[src/rtl/mesh_dor_route_pkg.sv]
package mesh_dor_route_pkg;

    localparam int NPORT   = 5;
    localparam int P_LOCAL = 0;
    localparam int P_EAST  = 1;
    localparam int P_WEST  = 2;
    localparam int P_NORTH = 3;
    localparam int P_SOUTH = 4;

    typedef enum logic {
        CLS_XY = 1'b0,
        CLS_YX = 1'b1
    } vc_cls_e;

    typedef enum logic {
        ST_IDLE = 1'b0,
        ST_HOLD = 1'b1
    } rt_state_e;

    typedef struct packed {
        vc_cls_e              cls;
        logic [NPORT-1:0]     port;
    } route_t;

endpackage

[src/rtl/dor_route_calc.sv]
module dor_route_calc
    import mesh_dor_route_pkg::*;
#(
    parameter int X_W = 3,
    parameter int Y_W = 2
) (
    input  logic [X_W-1:0]   dst_x,
    input  logic [Y_W-1:0]   dst_y,
    input  logic [X_W-1:0]   my_x,
    input  logic [Y_W-1:0]   my_y,
    input  vc_cls_e          in_cls,
    input  logic [NPORT-1:0] xy_busy,
    output route_t           result
);

    logic             x_done;
    logic             y_done;
    logic [NPORT-1:0] x_dir;
    logic [NPORT-1:0] y_dir;
    logic             x_blocked;

    always_comb begin
        x_done    = (dst_x == my_x);
        y_done    = (dst_y == my_y);
        x_dir     = (dst_x > my_x) ? (NPORT'(1) << P_EAST)  : (NPORT'(1) << P_WEST);
        y_dir     = (dst_y > my_y) ? (NPORT'(1) << P_NORTH) : (NPORT'(1) << P_SOUTH);
        x_blocked = |(xy_busy & x_dir);
    end

    always_comb begin
        result.cls  = in_cls;
        result.port = NPORT'(1) << P_LOCAL;
        if (x_done && y_done) begin
            result.cls  = in_cls;
            result.port = NPORT'(1) << P_LOCAL;
        end else if (in_cls == CLS_YX) begin
            result.cls  = CLS_YX;
            result.port = y_done ? x_dir : y_dir;
        end else if (!x_done) begin
            if (x_blocked && !y_done) begin
                result.cls  = CLS_YX;
                result.port = y_dir;
            end else begin
                result.cls  = CLS_XY;
                result.port = x_dir;
            end
        end else begin
            result.cls  = CLS_XY;
            result.port = y_dir;
        end
    end

endmodule

[src/rtl/dor_route_fsm.sv]
module dor_route_fsm
    import mesh_dor_route_pkg::*;
(
    input  logic   clk,
    input  logic   rst_n,
    input  logic   head_flit,
    input  logic   tail_flit,
    input  route_t calc_route,
    output logic   held_valid,
    output route_t held_route
);

    rt_state_e state_q;
    rt_state_e state_d;

    // next-state decision: ACCEPT and RELEASE transitions
    always_comb begin
        state_d = state_q;
        unique case (state_q)
            ST_IDLE: if (head_flit) state_d = ST_HOLD;
            ST_HOLD: if (tail_flit) state_d = ST_IDLE;
            default: state_d = ST_IDLE;
        endcase
    end

    // state register
    always_ff @(posedge clk) begin
        if (!rst_n) state_q <= ST_IDLE;
        else        state_q <= state_d;
    end

    // registered route result
    always_ff @(posedge clk) begin
        if (!rst_n) begin
            held_route <= '0;
        end else begin
            unique case (state_q)
                ST_IDLE: if (head_flit) held_route <= calc_route;
                ST_HOLD: if (tail_flit) held_route <= '0;
                default: held_route <= '0;
            endcase
        end
    end

    assign held_valid = (state_q == ST_HOLD);

endmodule

[src/rtl/mesh_dor_route_unit.sv]
module mesh_dor_route_unit
    import mesh_dor_route_pkg::*;
#(
    parameter int X_W = 3,
    parameter int Y_W = 2
) (
    input  logic             clk,
    input  logic             rst_n,
    input  logic             head_flit,
    input  logic             tail_flit,
    input  logic [X_W-1:0]   dst_x,
    input  logic [Y_W-1:0]   dst_y,
    input  logic [X_W-1:0]   my_x,
    input  logic [Y_W-1:0]   my_y,
    input  logic             in_cls,
    input  logic [NPORT-1:0] xy_busy,
    output logic             route_valid,
    output logic [NPORT-1:0] route_port,
    output logic             route_cls
);

    route_t calc_route;
    route_t held_route;

    dor_route_calc #(.X_W(X_W), .Y_W(Y_W)) u_calc (
        .dst_x   (dst_x),
        .dst_y   (dst_y),
        .my_x    (my_x),
        .my_y    (my_y),
        .in_cls  (vc_cls_e'(in_cls)),
        .xy_busy (xy_busy),
        .result  (calc_route)
    );

    dor_route_fsm u_fsm (
        .clk        (clk),
        .rst_n      (rst_n),
        .head_flit  (head_flit),
        .tail_flit  (tail_flit),
        .calc_route (calc_route),
        .held_valid (route_valid),
        .held_route (held_route)
    );

    assign route_port = held_route.port;
    assign route_cls  = held_route.cls;

endmodule

[config.mk]
export PLATFORM = sky130hd
export DESIGN_NAME = mesh_dor_route_unit
export DESIGN_NICKNAME = d
export VERILOG_FILES = /design/src/rtl/mesh_dor_route_pkg.sv /design/src/rtl/dor_route_calc.sv /design/src/rtl/dor_route_fsm.sv /design/src/rtl/mesh_dor_route_unit.sv
export SDC_FILE = /design/constraint.sdc
export NUM_CORES = 1
export LEC_CHECK = 0
export BUFFER_PORTS_ARGS = -buffer_cell sky130_fd_sc_hd__buf_2
export CAP_MARGIN = 30
export CORE_MARGIN = 2
export CORE_UTILIZATION = 38
export DETAILED_ROUTE_END_ITERATION = 8
export PLACE_DENSITY = 0.8
export SKIP_CTS_REPAIR_TIMING = 1
export SYNTH_ARGS = -nofsm -noshare
export SYNTH_HDL_FRONTEND = slang
export SYNTH_HIERARCHICAL = 1
export SYNTH_SLANG_ARGS = --single-unit
[constraint.sdc]
create_clock -name clk -period 1.4 [get_ports clk]
set_input_delay 0.28 -clock clk [delete_from_list [all_inputs] [get_ports clk]]
set_output_delay 0.28 -clock clk [all_outputs]
set_load 0.02 [all_outputs]
Yosys cells after proc, flatten, opt, wreduce, memory -nomap -nowiden
Cells that the tools add are included.

Bitwise gates (word level): 2. Magnitude comparators: 2. Mux-type cells: 13. Equal/unequal tests: 4. Reduce and logical (&&, ||, !) cells: 5.

Operators by type and width (count): 6-bit two-way mux (6); 6-bit case mux with 2 select lines (1); 5-bit two-way mux (2); 5-bit bitwise AND (1); 5-bit OR reduction (1); 2-bit inequality test (second input constant) (2); 3-bit == test (1); 3-bit > comparator (1); 3-bit two-way mux (1); 2-bit == test (1); 2-bit > comparator (1); 1-bit logical AND (2); 1-bit two-way mux (2); 1-bit case mux with 2 select lines (1); 2-bit AND reduction (1); 1-bit zero test (1); 1-bit NOT (1).

Flip-flop bits (word level): 7. Output and inout bits: 7.

Longest topological paths before layout
Depth in word-level cells: 11. Mapped depth: 7. Depth with buffers taken out: 7.

Modules after synthesis
The synthesis kept the hierarchy.

Modules (own cells, without submodules): dor_route_fsm (cells an instance 30, instances 1, sequential area each 140.1 um2, area an instance 262.8 um2); dor_route_calc (cells an instance 34, instances 1, sequential area each 0.0 um2, area an instance 249.0 um2).

Worst setup path before layout
Ideal clock, no wire load.

Path kind: in2reg. Start point: input my_x[2]. End point: register, netlist name u_fsm/held_route[4]. Setup slack: -0.146 ns. Buffers on the path: 0. Stages on the path: 7. Required time: 1.325 ns. Data arrival time: 1.472 ns. Cell sequence: inv_1 > ha_1 > and3b_4 > o211a_1 > nor4_2 > nand2_1 > o22ai_1.

RTL lines: start, declared (line mesh_dor_route_unit.sv:13) `input logic [X_W-1:0] my_x,`.

==> results.json <==
{
  "grt_overflow": 0,
  "clock_path_buffers": 2,
  "pre_cts_ws_ns": -0.306,
  "drive_gt1_frac": 0.462,
  "routabilityCongestion": 0.695,
  "ant_nets": 0,
  "via_per_inst": 5.10,
  "drt-initial-drc-count": 6,
  "place_hpwl_um": 914,
  "syn_avg_cell_area_um2": 8.00,
  "grt.total_usage": 0.153,
  "numPortBuffers": 23,
  "yosys-top-cells-area": "dfxtp_1, ha_1, nand2_1",
  "violations": "negative setup slack",
  "cp_max_fo": 4,
  "vias": 551,
  "async_flop_share": 0,
  "drv_slew": 0,
  "setup_viol": 1,
  "synth-edff-count": 0,
  "grt_pass1_vias": 462,
  "cts_made_buffers": 3,
  "clkTransAtPathRegs_ns": 0.05,
  "r2r_slack_ns": 0.47,
  "synth-seq-cells": 7,
  "arrival_ns": 1.60,
  "cap_violations": 0,
  "peakVddDrop_v": 0.000402,
  "area_growth_pct": 51.1,
  "crit_path_end_kind": "flip-flop",
  "rr_startpoint": "u_fsm/held_valid",
  "slowest_delay_ns": 0.25,
  "syn_nets": 89,
  "hp-start": "head_flit",
  "syn_inst": 64,
  "p_leak_nw": 0.374,
  "worst_slew_pin_slew_ns": 0.224,
  "htree_levels": 1,
  "synth_flop_cell": "dfxtp_1",
  "grt_max_degree": 14,
  "cts_tree": "done",
  "timing.rr.end": "u_fsm/held_route[3]",
  "grt_first_pass_wirelength_um": 1720,
  "rows": 13,
  "die_area_um2": 1660,
  "core_um2": 1280,
  "holdPathEnd": "u_fsm/held_valid",
  "min_period_ns": 1.43,
  "hold_violations": 0,
  "worstSkewPairLatency_ns": 0.24,
  "cts-root-buf": "clkbuf_4",
  "critPathKind": "in2reg",
  "io_pins": 27,
  "hold_slack_ns": 0.292,
  "r2r_cells": 2,
  "synthTopCellsByCount": "nand2_1, dfxtp_1, inv_1",
  "drt_pre_antenna_iters": 4,
  "synth_seq_area_share": 0.274,
  "crit_chain": "buf_6, inv_4, ha_4, a21o_4, o211a_4, nor4b_4, nand2_1, o22ai_1",
  "yosysTopAreaCellShare": 0.274,
  "syn_area_um2": 512,
  "max_slew_margin": 0.850,
  "antenna_found_initial": 0,
  "cts.sinks": 7,
  "startpoint_type": "input pin",
  "rsz0062_at_grt": "true",
  "status": "finished with violations",
  "initial_core_util": 0.398,
  "fillers": 117,
  "yosys.area.top_type": "dfxtp_1",
  "diodes": 0,
  "yosysMostFrequentCell": "nand2_1",
  "final.period_utilization": 1.02,
  "die_w_um": 40.7,
  "fmax_ghz": 0.701,
  "yosysWarnings": 6,
  "die_h_um": 40.7,
  "wl_um": 1150,
  "hold_class": "in2reg",
  "cp.required_ns": 1.57,
  "final_nets": 119,
  "worst_slack_ns": -0.0263,
  "power_density_nw_per_um2": 803,
  "wl_per_cell_um": 10.7,
  "hold_depth": 2,
  "drc": 0,
  "synth.distinct_cells": 23,
  "cp_slowest_cell": "o211a_4",
  "finClkSkew_ns": 0.00186
}
metrics by stage:
step	util	cell area, um^2	setup TNS (ns)	total power [mW]	std cells
floorplan	-	551	-0.139	0.357	64
global placement	0.546	702	-0.853	0.420	104
detailed placement	0.546	702	-0.989	0.426	104
CTS	0.567	728	-0.0488	0.607	108
global route	0.602	773	-0.144	0.666	108
finish	0.602	773	-0.0263	0.621	108
sequential cells by signal (all words and copies together) (netlist names):
register	count
u_fsm/held_valid	1
u_fsm/held_route	6
kinds of logic (layout without fill, tap and decap cells):
family | Yosys count | after routing | synth area share
buffers and inverters | 8 | 37 | 0.0611
AO/OA/AOI/OAI | 16 | 16 | 0.237
AND/OR/NAND/NOR | 27 | 27 | 0.276
adder cells (fa/ha/maj) | 5 | 5 | 0.122
flip-flops | 7 | 7 | 0.274
multiplexers | 1 | 1 | 0.0293
metal layers:
metal,global-route usage,share of wire,vias up
met1,0.182,0.42,243
met4,0.0750,0,0
li1,-,-,285
met5,0,0,-
met2,0.270,0.49,23
met3,0.0163,0.090,0
layout by cell type, fill, tap and decap left out, drive strengths merged:
| cell | count |
|---|---|
| dfxtp | 7 |
| nor4 | 1 |
| buf | 26 |
| nor4b | 1 |
| and2 | 1 |
| and3b | 1 |
| clkbuf | 4 |
| mux2 | 1 |
| or2 | 1 |
| nand2 | 14 |
| nor2 | 4 |
| a21boi | 1 |
| ha | 5 |
| a311o | 1 |
| inv | 7 |
| nand3 | 2 |
| nand2b | 1 |
| o211ai | 2 |
| o21ai | 1 |
| o211a | 3 |
| a21o | 2 |
| o22ai | 6 |
| nor3 | 1 |
cell type report:
class | count | area (um^2) | share of cell area
repair buffers | 26 | 148 | 0.191
well taps | 15 | 18.8 | 0.0243
multi-input cells | 49 | 412 | 0.532
flip-flops and latches | 7 | 140 | 0.181
inverters | 7 | 28.8 | 0.0372
clock buffers | 4 | 26.3 | 0.0340
where the power goes:
group	leakage [nW]	total [mW]	internal, mW	switching (mW)
Clock	0.0150	0.177	0.108	0.0684
Sequential	0.0572	0.218	0.211	0.00709
Combinational	0.302	0.226	0.114	0.112
worst max-delay path: cells and delay by family:
family	cells	cell delay, ns
fa+ha+maj	1	0.20
simple gates	2	0.32
buf+inv	2	0.15
compound gates	3	0.64
how the worst max path moves through the flow:
stage,from,endpoint,depth (start not counted)
finish,my_x[2],u_fsm/held_route[3],8
global route,my_x[2],u_fsm/held_route[3],8
CTS,dst_x[2],u_fsm/held_route[3],7
detailed placement,dst_x[2],u_fsm/held_route[3],7
global placement,dst_x[2],u_fsm/held_route[3],7
floorplan,dst_x[2],u_fsm/held_route[3],6
No activity file was read; power rests on OpenSTA's default activity.
